$ cat config.mk
export PLATFORM = sky130hd
export DESIGN_NAME = slave_bus_requester
export DESIGN_NICKNAME = d
export VERILOG_FILES = /design/src/rtl/sbr_pkg.sv /design/src/rtl/sbr_grant_filter.sv /design/src/rtl/sbr_job_slot.sv /design/src/rtl/sbr_sequencer.sv /design/src/rtl/slave_bus_requester.sv
export SDC_FILE = /design/constraint.sdc
export NUM_CORES = 1
export LEC_CHECK = 0
export CAP_MARGIN = 20
export CORE_MARGIN = 2
export CORE_UTILIZATION = 55
export CTS_BUF_LIST = sky130_fd_sc_hd__clkbuf_4 sky130_fd_sc_hd__clkbuf_8
export DETAILED_ROUTE_END_ITERATION = 6
export DONT_BUFFER_PORTS = 1
export PLACE_DENSITY = 0.69
export REMOVE_ABC_BUFFERS = 1
export SYNTH_ARGS = -nofsm -noshare
export SYNTH_HDL_FRONTEND = slang
export SYNTH_HIERARCHICAL = 1
export SYNTH_SLANG_ARGS = --single-unit
$ cat constraint.sdc
create_clock -name clk -period 2.65 [get_ports clk]
set_input_delay 0.53 -clock clk [delete_from_list [all_inputs] [get_ports clk]]
set_output_delay 0.53 -clock clk [all_outputs]
set_load 0.1 [all_outputs]
$ cat src/rtl/sbr_pkg.sv
package sbr_pkg;

    typedef enum logic [2:0] {
        ST_IDLE,
        ST_ASK,
        ST_PARK,
        ST_DRIVE,
        ST_PRECH,
        ST_GIVE
    } sbr_state_e;

endpackage

$ cat src/rtl/sbr_grant_filter.sv
module sbr_grant_filter #(
    parameter int GNT_MIN = 2
) (
    input  logic clk,
    input  logic rst_n,
    input  logic gnt_n_i,
    input  logic arm_i,
    output logic held_o,
    output logic ok_o
);
    localparam int RW = $clog2(GNT_MIN + 1);

    typedef struct packed {
        logic          meta;
        logic          held;
        logic [RW-1:0] run;
    } flt_t;

    flt_t flt_d, flt_q;

    always_comb begin
        flt_d      = flt_q;
        flt_d.meta = ~gnt_n_i;
        flt_d.held = flt_q.meta;
        ok_o       = arm_i && flt_q.held && (flt_q.run == RW'(GNT_MIN - 1));
        if (arm_i && flt_q.held && !ok_o) begin
            flt_d.run = flt_q.run + 1'b1;
        end else begin
            flt_d.run = '0;
        end
    end

    always_ff @(posedge clk or negedge rst_n) begin
        if (!rst_n) begin
            flt_q <= '0;
        end else begin
            flt_q <= flt_d;
        end
    end

    assign held_o = flt_q.held;

    // recognition needs two consecutive synchronised low samples
    assert_two_samples_R3: assert property (@(posedge clk) disable iff (!rst_n)
        ok_o |-> (flt_q.held && $past(flt_q.held)));

endmodule

$ cat src/rtl/sbr_job_slot.sv
module sbr_job_slot #(
    parameter int            AW       = 32,
    parameter logic [AW-1:0] RST_ADDR = 'hA000_0000
) (
    input  logic          clk,
    input  logic          rst_n,
    input  logic          start_i,
    input  logic [AW-1:0] addr_i,
    input  logic          dram_i,
    input  logic          take_i,
    output logic          vld_o,
    output logic [AW-1:0] addr_o,
    output logic          dram_o
);
    typedef struct packed {
        logic          vld;
        logic [AW-1:0] addr;
        logic          dram;
    } slot_t;

    slot_t slot_d, slot_q;

    always_comb begin
        slot_d = slot_q;
        if (start_i && (!slot_q.vld || take_i)) begin
            slot_d.vld  = 1'b1;
            slot_d.addr = addr_i;
            slot_d.dram = dram_i;
        end else if (take_i) begin
            slot_d.vld = 1'b0;
        end
    end

    always_ff @(posedge clk or negedge rst_n) begin
        if (!rst_n) begin
            slot_q.vld  <= 1'b1;
            slot_q.addr <= RST_ADDR;
            slot_q.dram <= 1'b0;
        end else begin
            slot_q <= slot_d;
        end
    end

    assign vld_o  = slot_q.vld;
    assign addr_o = slot_q.addr;
    assign dram_o = slot_q.dram;

    // a start against a full slot that is not being emptied is dropped
    assert_full_slot_keeps_R9: assert property (@(posedge clk) disable iff (!rst_n)
        (slot_q.vld && start_i && !take_i) |=> (slot_q.addr == $past(slot_q.addr)));

endmodule

$ cat src/rtl/sbr_sequencer.sv
module sbr_sequencer
    import sbr_pkg::*;
#(
    parameter int AW      = 32,
    parameter int CW      = 2,
    parameter int ACC_CYC = 3,
    parameter int PRE_CYC = 2
) (
    input  logic          clk,
    input  logic          rst_n,
    input  logic          job_vld_i,
    input  logic [AW-1:0] job_addr_i,
    input  logic          job_dram_i,
    output logic          take_o,
    input  logic          gnt_ok_i,
    input  logic          gnt_held_i,
    output logic          arm_o,
    output logic          bus_oe_o,
    output logic          bus_req_n_o,
    output logic [AW-1:0] bus_addr_o,
    output logic [CW-1:0] bus_ctrl_n_o,
    output logic          done_o
);
    localparam int TMAX = (ACC_CYC > PRE_CYC) ? ACC_CYC : PRE_CYC;
    localparam int TW   = $clog2(TMAX + 1);

    typedef struct packed {
        sbr_state_e    st;
        logic [TW-1:0] tmr;
        logic [AW-1:0] addr;
        logic          dram;
    } seq_t;

    seq_t seq_d, seq_q;

    always_comb begin
        seq_d  = seq_q;
        take_o = 1'b0;
        unique case (seq_q.st)
            ST_IDLE: begin
                if (job_vld_i) begin
                    take_o     = 1'b1;
                    seq_d.st   = ST_ASK;
                    seq_d.addr = job_addr_i;
                    seq_d.dram = job_dram_i;
                end
            end
            ST_ASK: begin
                if (gnt_ok_i) begin
                    seq_d.st = ST_PARK;
                end
            end
            ST_PARK: begin
                if (!gnt_held_i) begin
                    seq_d.st = ST_ASK;
                end else begin
                    seq_d.st  = ST_DRIVE;
                    seq_d.tmr = TW'(ACC_CYC - 1);
                end
            end
            ST_DRIVE: begin
                if (seq_q.tmr == '0) begin
                    if (seq_q.dram) begin
                        seq_d.st  = ST_PRECH;
                        seq_d.tmr = TW'(PRE_CYC - 1);
                    end else begin
                        seq_d.st = ST_GIVE;
                    end
                end else begin
                    seq_d.tmr = seq_q.tmr - 1'b1;
                end
            end
            ST_PRECH: begin
                if (seq_q.tmr == '0) begin
                    seq_d.st = ST_GIVE;
                end else begin
                    seq_d.tmr = seq_q.tmr - 1'b1;
                end
            end
            ST_GIVE: begin
                seq_d.st = ST_IDLE;
            end
            default: begin
                seq_d.st = ST_IDLE;
            end
        endcase
    end

    always_ff @(posedge clk or negedge rst_n) begin
        if (!rst_n) begin
            seq_q.st   <= ST_IDLE;
            seq_q.tmr  <= '0;
            seq_q.addr <= '0;
            seq_q.dram <= 1'b0;
        end else begin
            seq_q <= seq_d;
        end
    end

    always_comb begin
        arm_o        = (seq_q.st == ST_ASK);
        bus_oe_o     = (seq_q.st == ST_PARK) || (seq_q.st == ST_DRIVE) ||
                       (seq_q.st == ST_PRECH) || (seq_q.st == ST_GIVE);
        bus_req_n_o  = !((seq_q.st == ST_ASK) || (seq_q.st == ST_PARK) ||
                         (seq_q.st == ST_DRIVE) || (seq_q.st == ST_PRECH));
        bus_ctrl_n_o = (seq_q.st == ST_DRIVE) ? '0 : '1;
        bus_addr_o   = bus_oe_o ? seq_q.addr : '0;
        done_o       = (seq_q.st == ST_GIVE);
    end

    // first driven cycle carries inactive controls under an active request
    assert_park_inactive_R4: assert property (@(posedge clk) disable iff (!rst_n)
        $rose(bus_oe_o) |-> ((bus_ctrl_n_o == '1) && !bus_req_n_o));

    // strobes only with the bus owned and driven
    assert_strobe_needs_bus_R5: assert property (@(posedge clk) disable iff (!rst_n)
        (bus_ctrl_n_o != '1) |-> (bus_oe_o && !bus_req_n_o));

    // the access is preceded by a driven cycle with inactive controls
    assert_park_before_access_R5: assert property (@(posedge clk) disable iff (!rst_n)
        $fell(bus_ctrl_n_o[0]) |-> ($past(bus_oe_o) && ($past(bus_ctrl_n_o) == '1)));

    // grant lost during the park cycle returns to requesting, drivers off
    assert_abort_floats_R8: assert property (@(posedge clk) disable iff (!rst_n)
        ((seq_q.st == ST_PARK) && !gnt_held_i) |=> (!bus_oe_o && !bus_req_n_o));

    // drivers float one edge after the request is withdrawn
    assert_float_after_release_R7: assert property (@(posedge clk) disable iff (!rst_n)
        (bus_oe_o && bus_req_n_o) |=> !bus_oe_o);

    // the done flag accompanies the release of the request
    assert_done_on_release_R7: assert property (@(posedge clk) disable iff (!rst_n)
        $rose(bus_req_n_o) |-> done_o);

endmodule

$ cat src/rtl/slave_bus_requester.sv
module slave_bus_requester #(
    parameter int            AW       = 32,
    parameter int            CW       = 2,
    parameter int            ACC_CYC  = 3,
    parameter int            PRE_CYC  = 2,
    parameter int            GNT_MIN  = 2,
    parameter logic [AW-1:0] RST_ADDR = 'hA000_0000
) (
    input  logic          clk,
    input  logic          rst_n,
    input  logic          acc_start_i,
    input  logic [AW-1:0] acc_addr_i,
    input  logic          acc_dram_i,
    input  logic          refresh_en_i,
    output logic          acc_done_o,
    output logic          bus_req_n_o,
    input  logic          bus_gnt_n_i,
    output logic          bus_oe_o,
    output logic [AW-1:0] bus_addr_o,
    output logic [CW-1:0] bus_ctrl_n_o
);
    logic          job_vld;
    logic [AW-1:0] job_addr;
    logic          job_dram;
    logic          take;
    logic          arm;
    logic          gnt_held;
    logic          gnt_ok;

    // refresh control belongs to the bus owner; the setting is accepted and dropped
    logic unused_refresh;
    assign unused_refresh = refresh_en_i;

    sbr_job_slot #(
        .AW       (AW),
        .RST_ADDR (RST_ADDR)
    ) u_slot (
        .clk     (clk),
        .rst_n   (rst_n),
        .start_i (acc_start_i),
        .addr_i  (acc_addr_i),
        .dram_i  (acc_dram_i),
        .take_i  (take),
        .vld_o   (job_vld),
        .addr_o  (job_addr),
        .dram_o  (job_dram)
    );

    sbr_grant_filter #(
        .GNT_MIN (GNT_MIN)
    ) u_gnt (
        .clk     (clk),
        .rst_n   (rst_n),
        .gnt_n_i (bus_gnt_n_i),
        .arm_i   (arm),
        .held_o  (gnt_held),
        .ok_o    (gnt_ok)
    );

    sbr_sequencer #(
        .AW      (AW),
        .CW      (CW),
        .ACC_CYC (ACC_CYC),
        .PRE_CYC (PRE_CYC)
    ) u_seq (
        .clk          (clk),
        .rst_n        (rst_n),
        .job_vld_i    (job_vld),
        .job_addr_i   (job_addr),
        .job_dram_i   (job_dram),
        .take_o       (take),
        .gnt_ok_i     (gnt_ok),
        .gnt_held_i   (gnt_held),
        .arm_o        (arm),
        .bus_oe_o     (bus_oe_o),
        .bus_req_n_o  (bus_req_n_o),
        .bus_addr_o   (bus_addr_o),
        .bus_ctrl_n_o (bus_ctrl_n_o),
        .done_o       (acc_done_o)
    );

    // released state while reset is applied
    assert_reset_released_R1: assert property (@(posedge clk)
        !rst_n |-> (!bus_oe_o && bus_req_n_o && (bus_ctrl_n_o == '1) && !acc_done_o));

    // drivers on with request high only right after the request was withdrawn
    assert_no_drive_when_released_R11: assert property (@(posedge clk) disable iff (!rst_n)
        (bus_oe_o && bus_req_n_o) |-> $past(!bus_req_n_o));

endmodule

-- Word level (Yosys, flattened, before mapping)
Index checks and enable logic that the tools add are counted.
- register bits after elaboration: 76
- input port bits: 38
- output and inout bits: 37
- logic and storage cells: 66
- $add $sub $neg: 2
- eq/ne operators: 13
- muxes and demuxes: 19
- bitwise gates (word level): 1
- reductions and logical operators: 21
- operators by type and width (kind ; count):
    2-to-1 mux 32 bit ; 1
    one-hot mux 3 bit (5 select lines) ; 1
    2-to-1 mux 2 bit ; 7
    2-to-1 mux 3 bit ; 4
    inequality test 2 bit (second input constant) ; 4
    AND reduction 4 bit ; 2
    logical OR 1 bit ; 7
    equality test 3 x 2 -> 1 bit (second input constant) ; 2
    equality test 3 bit (second input constant) ; 2
    one-hot mux 2 bit (3 select lines) ; 1
    2-to-1 mux 1 bit ; 5
    logical AND 1 bit ; 4
    inequality test 2 x 1 -> 1 bit (second input constant) ; 2
    equality test 3 x 1 -> 1 bit (second input constant) ; 1
    zero test 1 bit ; 3
    zero test 3 bit ; 1
    inequality test 3 x 2 -> 1 bit (second input constant) ; 1
    nonzero test 3 bit ; 1
    adder 2 x 1 -> 2 bit (second input constant) ; 1
    equality test 2 x 1 -> 1 bit (second input constant) ; 1
    zero test 2 bit ; 1
    AND reduction 2 bit ; 1
    nonzero test 2 bit ; 1
    subtractor 2 x 1 -> 2 bit (second input constant) ; 1
    NOT 1 bit ; 1

-- Depth between registers and ports, before layout
- word-level depth: 6
- gate-level depth with buffers: 7
- depth with buffers taken out: 5

-- Modules after synthesis
Netlist, hierarchy kept.
- modules (own cells, without submodules) (module ; times used ; cells each ; area an instance (um^2) ; sequential area each (um^2)):
    sbr_sequencer ; 1 ; 157 ; 1974.4 ; 950.9
    sbr_job_slot ; 1 ; 73 ; 1431.4 ; 854.6
    sbr_grant_filter ; 1 ; 10 ; 152.6 ; 100.1

-- Worst setup path before layout
No wires, ideal clock.
- path type: register to output
- start point: register u_seq/seq_q[35] in the netlist's numbering
- end point: output acc_done_o
- arrival time: 2.951 ns
- required time: 2.120 ns
- setup slack: -0.831 ns
- cell stages (with the launch flop): 4
- path buffers: 2
- cell sequence: dfrtp_1 -> buf_2 -> clkbuf_1 -> nor3b_1
- word-level cells in the longest chain between the ends: 1
- RTL lines (what ; RTL line ; RTL):
    from (decl) ; sbr_sequencer.sv:34 ; seq_t seq_d, seq_q;
    from (signal assigned) ; sbr_sequencer.sv:96 ; seq_q <= seq_d;
    equality test 3 bit ; sbr_sequencer.sv:108 ; done_o = (seq_q.st == ST_GIVE);
    to (decl) ; slave_bus_requester.sv:15 ; output logic acc_done_o,
Every way passes these cells.

-- Worst setup path after layout
- start point: register u_seq/seq_q[36] in the netlist's numbering
- end point: output bus_addr_o[30]
- word-level cells in the longest chain between the ends: 5
- elaborated cells between the ends (all ways): 8
- classes of those cells: eq/ne: 4; mux: 1; reduce/logical: 3
- RTL lines (what ; RTL line ; RTL):
    equality test 3 x 2 -> 1 bit ; sbr_sequencer.sv:102 ; bus_oe_o = (seq_q.st == ST_PARK) || (seq_q.st == ST_DRIVE) ||
    logical OR 1 bit (2 in a row) ; sbr_sequencer.sv:102 ;
    logical OR 1 bit * ; sbr_sequencer.sv:103 ; (seq_q.st == ST_PRECH) || (seq_q.st == ST_GIVE);
    2-to-1 mux 32 bit * ; sbr_sequencer.sv:107 ; bus_addr_o = bus_oe_o ? seq_q.addr : '0;
    to (decl) ; slave_bus_requester.sv:19 ; output logic [AW-1:0] bus_addr_o,
Every way passes the cells marked *; elsewhere a longest branch is shown, timed or not.

==> out/metrics.json <==
{
  "die": {
    "fp.dieArea_um2": 7129,
    "core_area_um2": 6314,
    "fp.dieW_um": 84.44,
    "floorplan.die.height_um": 84.44,
    "initial_utilization": 0.5636,
    "top_level_ports": 75,
    "rows": 29
  },
  "place": {
    "place.port_buffers": 0,
    "dpl.hpwl_mm": 4.007,
    "routabilityCongestion": 0.7488,
    "post-place-ws_ns": 0.6117,
    "dp_cells": 344
  },
  "setup_path": {
    "slowest_delay_ns": 0.50,
    "worst_path_max_delay_cell": "dfrtp_1",
    "setup.worst_path.start_class": "register",
    "cell_by_cell_trace_of_the_critical_path": "xor2_4, buf_4, and2_1, buf_4",
    "crit_required_ns": 2.12,
    "r2r-start": "u_seq/seq_q[37]",
    "crit_fanout": 12,
    "timing.critical_path.to_type": "primary output",
    "path_class": "register to primary output",
    "cp-startpoint": "u_seq/seq_q[36]",
    "critical-path-top-cell-by-count": "buf_4",
    "critPathArrivalTime_ns": 1.84
  },
  "synthesis": {
    "share_of_the_synthesized_area_in_compound_gates_ao_oa_aoi_oai": 0.03059,
    "synthTopCellsByArea": "dfrtp_1 51%, mux2_4 21%, and2_1 5.6%",
    "synth_top_family_by_area": "multiplexers",
    "synth_mux_area_frac": 0.2616,
    "syn_inst": 240,
    "ys_ff_latch": 76,
    "ys_seq_area_frac": 0.5355,
    "synthDistinctLibCells": 40,
    "post_synthesis_cell_area_um2": 3558,
    "synth_top_cell_area_share": 0.5134,
    "synth_adder_area_share": 0.01055,
    "synth_simple_gate_area_frac": 0.1083,
    "post-synth-top-area-cell": "dfrtp_1",
    "synth_warnings": 6,
    "syn_avg_cell_area_um2": 14.83,
    "synth_xor_area_frac": 0.004923
  },
  "sta": {
    "timing.final.ws_setup_ns": 0.2784,
    "timing.final.setup_violations": 0,
    "tightestPinTransition_ns": 0.6562,
    "period_minus_slack_ns": 2.372,
    "drv_slew": 0,
    "max-slew-margin-rel": 0.5622,
    "finalHoldViolCount": 0,
    "setup_repair_after_global_routing_missed_its_margin": "false",
    "clock.fmax_ghz": 0.4217,
    "share_of_the_cycle_needed_by_the_critical_path_after_routing": 0.8949,
    "clock_skew_ns": 0.01367
  },
  "global_route": {
    "first_global_vias": 2014,
    "grt_antenna_before_repair": 0,
    "wire_length_of_the_first_global_routing_pass_mm": 10.54,
    "global_route.usage.total": 0.1937,
    "maximum_number_of_pins_on_one_net_before_global_route_repair": 74,
    "grt_overflow_total": 0
  },
  "clock_network": {
    "tritoncts": "yes",
    "tritoncts_buffers": 9,
    "cts_clock_pin_slew_for_the_worst_setup_and_hold_paths_ns": 0.08,
    "h-tree-depth": 3,
    "root_buffer": "clkbuf_8",
    "cts_resized": 0,
    "cts.sink_count": 76,
    "clock_path_buffers": 2,
    "clock_insertion_delay_worst_skew_ns": 0.34
  },
  "worst_hold_path": {
    "timing.hold.worst.class": "input port to asynchronous set/reset pin"
  },
  "route": {
    "wl_met1_mm": 2.849,
    "wire_per_inst_um": 17.52,
    "drc_errors": 0,
    "route.vias.total": 1941,
    "wirelength_routed_mm": 6.342,
    "detail-route-antenna-nets": 0,
    "route.detailed.vias_per_inst": 5.362,
    "detail_route.iter0.violations": 91,
    "topRoutingLayerUsed": "met4",
    "route.met2.wl_mm": 3.055,
    "route.met3.wl_um": 365,
    "drt_pre_antenna_iters": 4
  },
  "finish": {
    "seq_area_um2": 1906,
    "antenna-diode-count": 0,
    "combined_area_of_the_multi_input_logic_cells_um2": 1511,
    "post_route_cells_drive_above_1_share": 0.4702,
    "final_cell_count_no_fill": 362,
    "postLayoutCoreUtil": 0.6893,
    "final.fill_count": 460,
    "final_net_count": 321,
    "flow.area_growth_from_synthesis_pct": 22.29
  },
  "flow_run": {
    "maxCapViolCount": 0
  },
  "outcome": {
    "result_of_the_run": "completed"
  }
}
==> per-stage QoR <==
stage | area, um2 | TNS [ns] | hold slack [ns]
detailed placement | 4084 | 0 | 0.2361
CTS | 4342 | 0 | 0.001593
global route | 4352 | 0 | 0.003236
floorplan | 3416 | -73.21 | 0.2344
global placement | 4084 | 0 | 0.2368
finish | 4352 | 0 | 0.03397
==> layer usage <==
metal | vias to the layer above | global-route usage
met2 | 50 | 0.2987
met3 | 6 | 0.06686
met4 | 0 | 0.06061
met1 | 984 | 0.2611
met5 | - | 0
li1 | 901 | -
==> path summary, 6_finish.rpt <==
kind                                      to  slack [ns]  depth (start not counted)
hold / removal                  u_slot/vld_o        0.03                          0
max in group asynchronous  u_slot/addr_o[31]        2.00                          1
setup reg to reg           u_slot/addr_o[20]        0.62                          5
setup / recovery              bus_addr_o[30]        0.28                          4
hold reg to reg                 u_gnt/held_o        0.36                          0
min in group clk              u_gnt/flt_d[2]        0.24                          1
==> repair_timing <==
item / 4_1_cts / 5_1_grt
buffers inserted: 0 / 0
hold buffers: 1 / 1
endpoints found under the hold margin: 73 / 2
==> sequential cells by signal (all words and copies together) (netlist names) <==
name / cells
u_gnt/flt_q: 2
u_slot/dram_o: 1
u_gnt/flt_d: 1
u_slot/addr_o: 32
u_gnt/held_o: 1
u_seq/seq_q: 38
u_slot/vld_o: 1
==> cell usage in the layout, fill, tap and decap left out, drive strengths merged <==
master	netlist	layout
dfrtp	73	73
mux2	66	66
buf	11	42
and2	32	32
clkbuf	4	12
inv	8	8
o21ai	5	5
ha	3	3
nand3b	3	3
a21oi	3	3
dfstp	3	3
bufinv	0	2
clkinv	0	2
and4bb	2	2
nor2	2	2
o31ai	2	2
nor2b	2	2
and3	2	2
nor3b	2	2
nand2b	2	2
nand2	2	2
clkinvlp	0	1
xor2	1	1
nor4b	1	1
xnor2	1	1
or3b	1	1
o22a	1	1
and3b	1	1
o32ai	1	1
o21bai	1	1
a32o	1	1
a211o	1	1
nor3	1	1
o211a	1	1
or2b	1	1
dlygate4sd3	0	1
==> cells in the mapped netlist (all sizes together) <==
master  count
and3        2
and2       32
o211a       1
nand2b      2
buf        11
inv         8
ha          3
xnor2       1
nor4b       1
nor2b       2
or3b        1
o21bai      1
mux2       66
nor3b       2
or2b        1
dfrtp      73
a32o        1
nor3        1
dfstp       3
o32ai       1
a211o       1
nor2        2
clkbuf      4
and4bb      2
o31ai       2
a21oi       3
and3b       1
o22a        1
o21ai       5
nand3b      3
nand2       2
xor2        1
==> logic make-up after synthesis <==
logic type,count (synthesis)
and+or+nand+nor,54
buffers and inverters,23
xor gates and xnor gates,2
adders and majority gates,3
muxes,66
AOI/OAI and AO/OA,16
DFF,76
==> cell type report <==
| class | instances | area share |
|---|---|---|
| well taps | 77 | 0.02214 |
| flip-flops and latches | 76 | 0.4379 |
| inverters | 8 | 0.006901 |
| multi-input cells | 141 | 0.3473 |
| repair buffers | 44 | 0.1328 |
| clock buffers | 11 | 0.03335 |
| clock inverters | 5 | 0.01955 |
==> worst max-delay path: cells and delay by family (launching register included) <==
family / cells / cell delay [ns]
flip-flops: 1 / 0.50
buffers and inverters: 2 / 0.54
AND/OR/NAND/NOR: 1 / 0.15
XOR/XNOR: 1 / 0.30
Power is not shown: default switching activity piles up to over one toggle a cycle in this logic, so the estimate is an artifact.
